## src/rtl/ctm_pkg.sv

```systemverilog
package ctm_pkg;
  // Class decision: class 1 must strictly beat class 0.
  function automatic logic winner(input int s0, input int s1);
    return (s1 > s0);
  endfunction
endpackage

```

## src/rtl/ctm_mask_file.sv

```systemverilog
module ctm_mask_file #(
  parameter int N_CLAUSES = 40,
  parameter int LITS      = 8,
  localparam int IDX_W    = $clog2(N_CLAUSES)
) (
  input  logic                            clk,
  input  logic                            rst_n,
  input  logic                            we,
  input  logic                            bank,
  input  logic [IDX_W-1:0]                idx,
  input  logic [LITS-1:0]                 wdata,
  output logic [1:0][N_CLAUSES*LITS-1:0]  masks
);
  localparam logic [IDX_W-1:0] LAST_IDX = IDX_W'(N_CLAUSES - 1);

  logic idx_ok;
  assign idx_ok = (idx <= LAST_IDX);

  for (genvar b = 0; b < 2; b++) begin : g_bank
    for (genvar c = 0; c < N_CLAUSES; c++) begin : g_cl
      always_ff @(posedge clk) begin
        if (!rst_n)
          masks[b][c*LITS +: LITS] <= '0;
        else if (we && idx_ok && (bank == b[0]) && (idx == IDX_W'(c)))
          masks[b][c*LITS +: LITS] <= wdata;
      end
    end
  end
endmodule

```

## src/rtl/ctm_scan_ctrl.sv

```systemverilog
module ctm_scan_ctrl #(
  parameter int IMG_W = 4,
  parameter int WIN   = 2,
  localparam int NPOS = IMG_W - WIN + 1,
  localparam int PW   = (NPOS > 1) ? $clog2(NPOS) : 1
) (
  input  logic          clk,
  input  logic          rst_n,
  input  logic          start,
  output logic          accept,
  output logic          busy,
  output logic          done,
  output logic [PW-1:0] row,
  output logic [PW-1:0] col
);
  localparam logic [PW-1:0] EDGE_POS = PW'(NPOS - 1);

  logic last;
  assign accept = start && !busy;
  assign last   = (row == EDGE_POS) && (col == EDGE_POS);

  always_ff @(posedge clk) begin
    if (!rst_n) begin
      busy <= 1'b0;
      done <= 1'b0;
      row  <= '0;
      col  <= '0;
    end else begin
      done <= 1'b0;
      if (accept) begin
        busy <= 1'b1;
        row  <= '0;
        col  <= '0;
      end else if (busy) begin
        if (last) begin
          busy <= 1'b0;
          done <= 1'b1;
        end else if (col == EDGE_POS) begin
          col <= '0;
          row <= row + 1'b1;
        end else begin
          col <= col + 1'b1;
        end
      end
    end
  end

  // mid-scan, a new start never rewinds to the first position
  p_no_restart_r3: assert property (@(posedge clk) disable iff (!rst_n)
    (busy && !last) |=> (busy && !(row == '0 && col == '0)));

  // done is a single-cycle pulse
  p_done_single_r2: assert property (@(posedge clk) disable iff (!rst_n)
    done |=> !done);

  // busy ends exactly when done appears
  p_done_at_end_r2: assert property (@(posedge clk) disable iff (!rst_n)
    $fell(busy) |-> done);
endmodule

```

## src/rtl/ctm_patch_mux.sv

```systemverilog
module ctm_patch_mux #(
  parameter int IMG_W = 4,
  parameter int WIN   = 2,
  localparam int NPOS = IMG_W - WIN + 1,
  localparam int PW   = (NPOS > 1) ? $clog2(NPOS) : 1,
  localparam int NPIX = WIN * WIN,
  localparam int LITS = 2 * NPIX
) (
  input  logic [IMG_W*IMG_W-1:0] img,
  input  logic [PW-1:0]          row,
  input  logic [PW-1:0]          col,
  output logic [LITS-1:0]        lits
);
  logic [NPIX-1:0] pix;

  always_comb begin
    for (int dy = 0; dy < WIN; dy++)
      for (int dx = 0; dx < WIN; dx++)
        pix[dy*WIN + dx] = img[(int'(row) + dy) * IMG_W + int'(col) + dx];
  end

  assign lits = {~pix, pix};
endmodule

```

## src/rtl/ctm_clause_bank.sv

```systemverilog
module ctm_clause_bank #(
  parameter int N_CLAUSES = 40,
  parameter int LITS      = 8,
  localparam int SW       = $clog2(N_CLAUSES + 1) + 1
) (
  input  logic                          clk,
  input  logic                          rst_n,
  input  logic                          clear,
  input  logic                          en,
  input  logic [N_CLAUSES*LITS-1:0]     masks,
  input  logic [LITS-1:0]               lits,
  output logic signed [SW-1:0]          score
);
  logic [N_CLAUSES-1:0] hit;
  logic [N_CLAUSES-1:0] acc;

  function automatic logic signed [SW-1:0] tally(input logic [N_CLAUSES-1:0] a);
    logic signed [SW-1:0] s;
    s = '0;
    for (int i = 0; i < N_CLAUSES; i++)
      if (a[i]) s = s + ((i % 2 == 0) ? SW'(1) : {SW{1'b1}});
    return s;
  endfunction

  for (genvar c = 0; c < N_CLAUSES; c++) begin : g_clause
    logic [LITS-1:0] m;
    assign m      = masks[c*LITS +: LITS];
    assign hit[c] = (|m) && (&(lits | ~m));

    // an empty clause that has not fired stays silent
    p_empty_silent_r5: assert property (@(posedge clk) disable iff (!rst_n)
      (m == '0 && !acc[c] && !clear) |=> !acc[c]);
  end

  always_ff @(posedge clk) begin
    if (!rst_n)     acc <= '0;
    else if (clear) acc <= '0;
    else if (en)    acc <= acc | hit;
  end

  assign score = tally(acc);

  // during a scan a clause that fired keeps its fired state
  p_acc_grows_r6: assert property (@(posedge clk) disable iff (!rst_n)
    (en && !clear) |=> ((~acc & $past(acc)) == '0));

  // score stays within the half-bank span
  p_score_span_r7: assert property (@(posedge clk) disable iff (!rst_n)
    (int'(score) <= (N_CLAUSES + 1) / 2) && (int'(score) >= -(N_CLAUSES / 2)));
endmodule

```

## src/rtl/ctm_classifier.sv

```systemverilog
module ctm_classifier #(
  parameter int IMG_W     = 4,
  parameter int WIN       = 2,
  parameter int N_CLAUSES = 40,
  localparam int NPOS     = IMG_W - WIN + 1,
  localparam int PW       = (NPOS > 1) ? $clog2(NPOS) : 1,
  localparam int LITS     = 2 * WIN * WIN,
  localparam int IDX_W    = $clog2(N_CLAUSES),
  localparam int SW       = $clog2(N_CLAUSES + 1) + 1
) (
  input  logic                    clk,
  input  logic                    rst_n,
  input  logic                    cfg_we,
  input  logic                    cfg_bank,
  input  logic [IDX_W-1:0]        cfg_idx,
  input  logic [LITS-1:0]         cfg_mask,
  input  logic                    start,
  input  logic [IMG_W*IMG_W-1:0]  image,
  output logic                    busy,
  output logic                    done,
  output logic                    pred_class,
  output logic signed [SW-1:0]    score0,
  output logic signed [SW-1:0]    score1
);
  logic                           accept;
  logic [PW-1:0]                  row, col;
  logic [IMG_W*IMG_W-1:0]         img_q;
  logic [LITS-1:0]                lits;
  logic [1:0][N_CLAUSES*LITS-1:0] masks;
  logic signed [SW-1:0]           scores [2];

  ctm_mask_file #(.N_CLAUSES(N_CLAUSES), .LITS(LITS)) u_masks (
    .clk(clk), .rst_n(rst_n), .we(cfg_we), .bank(cfg_bank),
    .idx(cfg_idx), .wdata(cfg_mask), .masks(masks));

  ctm_scan_ctrl #(.IMG_W(IMG_W), .WIN(WIN)) u_ctrl (
    .clk(clk), .rst_n(rst_n), .start(start), .accept(accept),
    .busy(busy), .done(done), .row(row), .col(col));

  always_ff @(posedge clk) begin
    if (!rst_n)      img_q <= '0;
    else if (accept) img_q <= image;
  end

  ctm_patch_mux #(.IMG_W(IMG_W), .WIN(WIN)) u_patch (
    .img(img_q), .row(row), .col(col), .lits(lits));

  for (genvar b = 0; b < 2; b++) begin : g_bank
    ctm_clause_bank #(.N_CLAUSES(N_CLAUSES), .LITS(LITS)) u_bank (
      .clk(clk), .rst_n(rst_n), .clear(accept), .en(busy),
      .masks(masks[b]), .lits(lits), .score(scores[b]));
  end

  assign score0     = scores[0];
  assign score1     = scores[1];
  assign pred_class = ctm_pkg::winner(int'(score0), int'(score1));

  // a tie always resolves to class 0
  p_tie_class0_r8: assert property (@(posedge clk) disable iff (!rst_n)
    (done && score0 == score1) |-> !pred_class);

  // idle results are frozen unless a new scan is accepted
  p_idle_hold_r10: assert property (@(posedge clk) disable iff (!rst_n)
    (!busy && !start) |=> ($stable(score0) && $stable(score1)));
endmodule

```

## config.mk

```make
export PLATFORM = sky130hd
export DESIGN_NAME = ctm_classifier
export DESIGN_NICKNAME = d
export VERILOG_FILES = /design/src/rtl/ctm_pkg.sv /design/src/rtl/ctm_mask_file.sv /design/src/rtl/ctm_scan_ctrl.sv /design/src/rtl/ctm_patch_mux.sv /design/src/rtl/ctm_clause_bank.sv /design/src/rtl/ctm_classifier.sv
export SDC_FILE = /design/constraint.sdc
export NUM_CORES = 2
export LEC_CHECK = 0
export BUFFER_PORTS_ARGS = -buffer_cell sky130_fd_sc_hd__buf_2
export CAP_MARGIN = 0
export CORE_ASPECT_RATIO = 1.25
export CORE_MARGIN = 2
export CORE_UTILIZATION = 59
export DETAILED_ROUTE_END_ITERATION = 16
export PLACE_DENSITY = 0.78
export SYNTH_ARGS = -nofsm -noshare
export SYNTH_HDL_FRONTEND = slang
export SYNTH_SLANG_ARGS = --single-unit
```

## constraint.sdc

```tcl
create_clock -name clk -period 27.7 [get_ports clk]
set_input_delay 5.54 -clock clk [delete_from_list [all_inputs] [get_ports clk]]
set_output_delay 5.54 -clock clk [all_outputs]
set_load 0.02 [all_outputs]
```

# == Yosys cells after proc, flatten, opt, wreduce, memory -nomap -nowiden ==
# Cells that the tools add are included.
# word_totals
reg_bits,742
rom_bits,0
latch_bits,0
word_cells,814
ram_bits,0
input_bits,35
n_memories,0
# op_classes
n_shift,0
n_addsub,85
mul,0
div_mod_pow,0
n_eq_ne,41
reduce_logical,331
mux,97
order_cmp,6
bitwise_logic,167
# ops
operator,count
$not 8->8,80
$or 8x8->8,80
$reduce_and 8->1,80
$reduce_or 8->1,80
$mux 7,78
$add 7x1->7 const B,38
$add 7x7->7 const B,38
$logic_and 1x1->1,165
$lt 32x6->1 const B,4
$eq 6x5->1 const B,16
$or 40x40->40,2
$add 32x2->32 const B,2
$eq 6x4->1 const B,8
$eq 6x6->1 const B,8
$add 32x3->32,1
$eq 6x3->1 const B,4
$bmux 1 s4,4
$mux 1,14
$eq 6x2->1 const B,2
$add 2x1->3 const B,3
$gt 7x7->1,1
$eq 6x1->1 const B,1
$le 6x6->1 const B,1
$logic_not 6->1,1
other kinds (11),16

# == Logic depth before layout (Yosys ltp) ==
# logic_depth
ltp_word,80
depth_mapped,119

# == Hierarchy ==
# Synthesis repeated with hierarchy kept, for this count alone.
# hier_totals
cells_unflattened,5191
area_unflattened_um2,46051.7
# by_module_without_submodules
module,cells_each,n_inst,seq_area_each_um2,area_each_um2
ctm_mask_file,2205,1,12812.3,23038.3
ctm_clause_bank at g_bank[1].u_bank,1462,1,800.8,11034.3
ctm_clause_bank at g_bank[0].u_bank,1387,1,800.8,10412.5
ctm_classifier,76,1,320.3,794.5
ctm_patch_mux,35,1,0.0,495.5
ctm_scan_ctrl,26,1,120.1,276.5

# == Worst setup path after synthesis ==
# OpenSTA, ideal clock, no wires.
# synth_path
path_type,register -> output
from,register g_bank[0].u_bank.acc[1]
to,output pred_class
slack_ns,1.139
arrival_ns,21.021
path_buffers,0
path_stages_with_launch,119
cell_sequence,dfxtp_1 > inv_1 > fa_1 > xnor2_1 > ha_1 > and2_1 > nor2_1 > ha_1 > nand2_1 > o31a_1 > ha_1 > a21boi_0 > ha_1 > mux2i_1 > ha_1 > nand2b_1 > o21ai_0 > a21oi_1 > (+83 left out) > ha_1 > nand2_1 > o21ai_0 > inv_1 > ha_1 > nand2_1 > o21a_1 > inv_1 > ha_1 > nor2b_1 > o21ai_0 > nand2b_1 > a21oi_1 > nor2b_1 > o21ai_0 > nand2_1 > o211ai_1 > o21ai_0
# synth_between
elab_chain_len,78
# synth_lines
item,line_no,source
start: declaration,ctm_clause_bank.sv:15,logic [N_CLAUSES-1:0] acc;
start signal: assignment,ctm_clause_bank.sv:38,else if (en) acc <= acc | hit;
$mux 7 *,ctm_clause_bank.sv:21,if (a[i]) s = s + ((i % 2 == 0) ? SW'(1) : {SW{1'b1}});
$add 7x1->7,ctm_clause_bank.sv:21,
$mux 7 *,ctm_clause_bank.sv:21,
$add 7x7->7,ctm_clause_bank.sv:21,
$mux 7 *,ctm_clause_bank.sv:21,
$add 7x1->7,ctm_clause_bank.sv:21,
$mux 7 *,ctm_clause_bank.sv:21,
$add 7x7->7,ctm_clause_bank.sv:21,
(+63 left out),-,
$add 7x7->7,ctm_clause_bank.sv:21,
$mux 7 *,ctm_clause_bank.sv:21,
$add 7x1->7,ctm_clause_bank.sv:21,
$mux 7 *,ctm_clause_bank.sv:21,
$add 7x7->7,ctm_clause_bank.sv:21,
$mux 7 *,ctm_clause_bank.sv:21,
via score0[1],ctm_classifier.sv:22,"output logic signed [SW-1:0] score0,"
$gt 7x7->1 *,ctm_pkg.sv:4,return (s1 > s0);
end: declaration,ctm_classifier.sv:21,"output logic pred_class,"
# The timed path passes the listed nets; every way through them passes the cells marked *.

# == Worst setup path after layout ==
# layout_path
from,register g_bank[0].u_bank.acc[1]
to,output pred_class
# layout_between
elab_chain_len,78
# layout_lines
item,line_no
$mux 7 *,ctm_clause_bank.sv:21
$add 7x1->7,ctm_clause_bank.sv:21
$mux 7 *,ctm_clause_bank.sv:21
$add 7x7->7,ctm_clause_bank.sv:21
$mux 7 *,ctm_clause_bank.sv:21
$add 7x1->7,ctm_clause_bank.sv:21
$mux 7 *,ctm_clause_bank.sv:21
$add 7x7->7,ctm_clause_bank.sv:21
(+62 left out),-
$mux 7 *,ctm_clause_bank.sv:21
$add 7x7->7,ctm_clause_bank.sv:21
$mux 7 *,ctm_clause_bank.sv:21
$add 7x1->7,ctm_clause_bank.sv:21
$mux 7 *,ctm_clause_bank.sv:21
$add 7x7->7,ctm_clause_bank.sv:21
$mux 7 *,ctm_clause_bank.sv:21
$gt 7x7->1 *,ctm_pkg.sv:4
# Every way passes the cells marked *; elsewhere a longest branch is shown, timed or not.

==> impl_metrics.toml <==
[outcome]
run_status = "finished, final reports clean"

[finish]
finish.utilization_pct = 63.8
final_nets = 5854
fin_cells = 6872
post_route_cells_drive_above_1_share_pct = 8.24
syn_to_final_growth_pct = 7.05
final_design_area_no_fill_mm2 = 0.0529

[synth]
yosysUniqueCellTypes = 121
fraction_of_post_synthesis_cell_area_in_the_top_cell_type_by_area_pct = 30.0
post_synth_xor_xnor_area_pct = 11.5
async_reset_ff_share_pct = 0
postSynthNetCount = 6046
post_synth.cell_area_avg_um2 = 8.33
count_of_flip_flops_with_a_built_in_enable_after_synthesis = 0
synth.area.top_cells = "sky130_fd_sc_hd__dfxtp_1 30%, sky130_fd_sc_hd__mux2i_1 12%, sky130_fd_sc_hd__a21boi_0 6.5%, sky130_fd_sc_hd__nand2_1 6.2%, sky130_fd_sc_hd__xnor2_1 5.5%"
synth.cell_area_mm2 = 0.0494
multiplexer_area_fraction_after_synthesis_pct = 13.1
yosys_warnings = 0
ys_ff_latch = 742
synth_top_family_by_area = "simple AND/OR/NAND/NOR gates"
number_of_standard_cells_after_synthesis = 5933
adder_and_majority_cell_fraction_of_the_synthesized_area_pct = 2.04
yosysSeqAreaShare_pct = 30.0
synth_flop_cell = "sky130_fd_sc_hd__dfxtp_1"
complex_gate_fraction_of_the_synthesized_area_pct = 14.6
yosysTopAreaCell = "sky130_fd_sc_hd__dfxtp_1"
synth_simple_gate_area_share_pct = 24.9

[setup_path]
critical_path.startpoint_type = "register"
critPathCaptureType = "primary output"
timing.critical_path.required_ns = 22.16
slowest_delay_ns = 0.57
kind_of_critical_path = "reg2out"
timing.critical_path.mode_cell = "sky130_fd_sc_hd__ha_1"
cp_slowest_cell = "sky130_fd_sc_hd__fa_2"
cp.arrival_ns = 21.20
worstPathMaxFanout = 3

[routing]
drt_first_iter_violations = 2992
drt-wirelength-per-cell_um = 18.9
vias_per_cell = 6.23
wirelength_um = 130000
postRouteAntennaNets = 0
vias = 42800
detail_route.first_pass.iterations = 5
drc = 0

[floorplan]
floorplan.die.width_um = 263
initial_utilization_pct = 59.6
ioPinCount = 52
fp.dieArea_mm2 = 0.0862
core.rowCount = 118
die_height_um = 328
core_region_area_mm2 = 0.0830

[timing]
max_slew_margin_pct = 19.7
max_slew.worst_pin.slew_ns = 1.20
achievable-frequency_mhz = 37.4
layout_worst_path_cycle_share_pct = 96.5
fin_worst_hold_slack_ns = 0.477
final_hold_vios = 0
report.final.slew_viol_count = 0
final_period_minus_worst_setup_slack_ns = 26.74
clock_skew_ns = 0.0248
setup_violators_final = 0

[placement]
detailedPlacementHpwl_um = 80800
placed_cell_area_mm2 = 0.0501
globalplace.congestion = 0.880
placedCellCount = 6720
buffer_ports.inserted = 51

[job]
drv.max_cap_violation_count = 0

[clock_network]
path_clk_slew_ns = 0.06
cts.root.buffer_cell = "sky130_fd_sc_hd__clkbuf_16"
tritoncts = "yes"
cts_hold_buffers = 0
clock_insertion_delay_at_the_later_pin_of_the_skew_report_ns = 0.63
cts_buffer_depth = 3
ctsHtreeMaxLevel = 3
clock_sink_count = 742
num_cts_buffers = 69

[global_route]
largest_net_degree_at_the_start_of_global_routing = 297
antenna_found_initial = 3
grt_overflow_total = 0
first_global_vias = 41400
groute.usage.overall_pct = 29.1
grt_pass1_wl_um = 211000

[pwr]
power-per-cell-area_mw_per_mm2 = 43.6
power_mw = 2.31
power.static_leakage_nw = 17.5
vdd_ir_drop_max_uv = 45.4

[worst_hold_path]
timing.hold.worst.class = "reg2reg"
placed cells by master, fill, tap and decap left out, types with 14 or more instances in the layout:
| cell | Yosys | final |
|---|---|---|
| sky130_fd_sc_hd__a211oi_1 | 25 | 24 |
| sky130_fd_sc_hd__o211ai_1 | 16 | 16 |
| sky130_fd_sc_hd__a31oi_1 | 43 | 42 |
| sky130_fd_sc_hd__and2_1 | 22 | 19 |
| sky130_fd_sc_hd__xnor2_2 | 26 | 28 |
| sky130_fd_sc_hd__nor4_1 | 186 | 181 |
| sky130_fd_sc_hd__clkinv_2 | 0 | 14 |
| sky130_fd_sc_hd__a21oi_1 | 113 | 107 |
| sky130_fd_sc_hd__buf_4 | 3 | 91 |
| sky130_fd_sc_hd__nor3_1 | 91 | 82 |
| sky130_fd_sc_hd__inv_1 | 75 | 71 |
| sky130_fd_sc_hd__xnor2_1 | 313 | 311 |
| sky130_fd_sc_hd__xor2_1 | 126 | 126 |
| sky130_fd_sc_hd__o31ai_1 | 20 | 19 |
| sky130_fd_sc_hd__a21o_1 | 21 | 21 |
| sky130_fd_sc_hd__nand3_1 | 490 | 490 |
| sky130_fd_sc_hd__nand2_1 | 822 | 818 |
| sky130_fd_sc_hd__clkbuf_16 | 0 | 70 |
| sky130_fd_sc_hd__mux2i_1 | 600 | 592 |
| sky130_fd_sc_hd__nor2_1 | 271 | 259 |
| sky130_fd_sc_hd__buf_2 | 13 | 41 |
| sky130_fd_sc_hd__clkbuf_1 | 340 | 14 |
| sky130_fd_sc_hd__and3_1 | 104 | 103 |
| sky130_fd_sc_hd__a21boi_0 | 429 | 427 |
| sky130_fd_sc_hd__nand4_1 | 60 | 60 |
| sky130_fd_sc_hd__nand2b_1 | 53 | 49 |
| sky130_fd_sc_hd__ha_1 | 76 | 69 |
| sky130_fd_sc_hd__a41oi_1 | 56 | 55 |
| sky130_fd_sc_hd__o21ai_0 | 79 | 68 |
| sky130_fd_sc_hd__o21a_1 | 15 | 15 |
| sky130_fd_sc_hd__or3_1 | 26 | 26 |
| sky130_fd_sc_hd__dfxtp_1 | 742 | 738 |
| sky130_fd_sc_hd__nor2b_1 | 261 | 259 |
| sky130_fd_sc_hd__xnor3_1 | 38 | 38 |
| sky130_fd_sc_hd__or2_2 | 16 | 15 |
state kept, by name (all words and copies together) (netlist names):
register and count:
g_bank.u_bank.acc 80, img_q 16, u_ctrl.busy 1, u_ctrl.col 2, u_ctrl.done 1, u_ctrl.row 2, u_masks.masks 640
synth_stat cells (40+ instances only):
cell type                  instances
sky130_fd_sc_hd__a31oi_1          43
sky130_fd_sc_hd__inv_1            75
sky130_fd_sc_hd__nand2b_1         53
sky130_fd_sc_hd__a21oi_1         113
sky130_fd_sc_hd__a41oi_1          56
sky130_fd_sc_hd__clkbuf_1        340
sky130_fd_sc_hd__dfxtp_1         742
sky130_fd_sc_hd__nand3_1         490
sky130_fd_sc_hd__ha_1             76
sky130_fd_sc_hd__a21boi_0        429
sky130_fd_sc_hd__nand4_1          60
sky130_fd_sc_hd__o21ai_0          79
sky130_fd_sc_hd__nand2_1         822
sky130_fd_sc_hd__xnor2_1         313
sky130_fd_sc_hd__nor4_1          186
sky130_fd_sc_hd__buf_1            40
sky130_fd_sc_hd__xor2_1          126
sky130_fd_sc_hd__nor2b_1         261
sky130_fd_sc_hd__mux2i_1         600
sky130_fd_sc_hd__nor3_1           91
sky130_fd_sc_hd__nor2_1          271
sky130_fd_sc_hd__and3_1          104
routing by layer:
metal / track usage (%) / routed length [µm]
met5: 0 / 13
met1: 35.5 / 54100
met4: 12.3 / 4800
met2: 52.1 / 63900
met3: 3.29 / 7080
logic make-up (layout without fill, tap and decap cells):
kind of cell	Yosys count	count (layout)
flops	742	742
compound gates	986	986
fa+ha+maj	80	80
mux	629	629
other cells	0	2
simple gates	2486	2486
buf+inv	483	340
xor+xnor	527	527
per-stage QoR:
stage | worst slack, ns | TNS [ns]
floorplan | 1.14 | 0
global placement | 0.310 | 0
detailed placement | -0.104 | -0.104
CTS | 0.0215 | 0
global route | -0.262 | -0.262
finish | 0.963 | 0
critical path, delay by kind of cell, from the launching register on:
family / cells / cell delay, ns
adders and majority gates: 38 / 10.06
AOI/OAI and AO/OA: 32 / 4.19
and+or+nand+nor: 28 / 3.09
muxes: 10 / 2.12
buffers and inverters: 10 / 0.70
DFF: 1 / 0.34
xor gates and xnor gates: 1 / 0.08
where the power goes:
group	total (mW)	switching [mW]	internal, mW
registers	1.08	0.00604	1.07
clock network	0.963	0.426	0.537
logic	0.271	0.170	0.101
final timing paths:
| kind | to | slack (ns) | depth (start not counted) | startpoint |
|---|---|---|---|---|
| setup / recovery | pred_class | 0.96 | 119 | g_bank[0].u_bank.acc[1]$_SDFFE_PP0P_ |
| hold / removal | u_masks.masks[3]$_SDFFE_PN0P_ | 0.48 | 2 | u_masks.masks[3]$_SDFFE_PN0P_ |
| setup reg to reg | g_bank[1].u_bank.acc[24]$_SDFFE_PP0P_ | 22.78 | 10 | u_ctrl.col[0]$_SDFFE_PP0P_ |
| hold reg to reg | u_masks.masks[3]$_SDFFE_PN0P_ | 0.48 | 2 | u_masks.masks[3]$_SDFFE_PN0P_ |
repair_timing:
action / in CTS / in global routing
gates cloned: 0 / 0
pin swaps: 3 / 39
hold endpoints to repair: 0 / 0
setup endpoints to repair: 1 / 13
gates resized for setup: 17 / 75
setup buffers: 6 / 24
cell type report:
cell class / instances / area [µm²]
clock buffer: 95 / 1960
multi-input combinational: 4708 / 33200
timing repair buffer: 136 / 940
inverter: 84 / 315
clock inverter: 25 / 297
sequential: 742 / 14900
antenna: 2 / 5.00
fill: 6947 / 30000
tap: 1080 / 1350
Power figures use the tool's default switching activity.
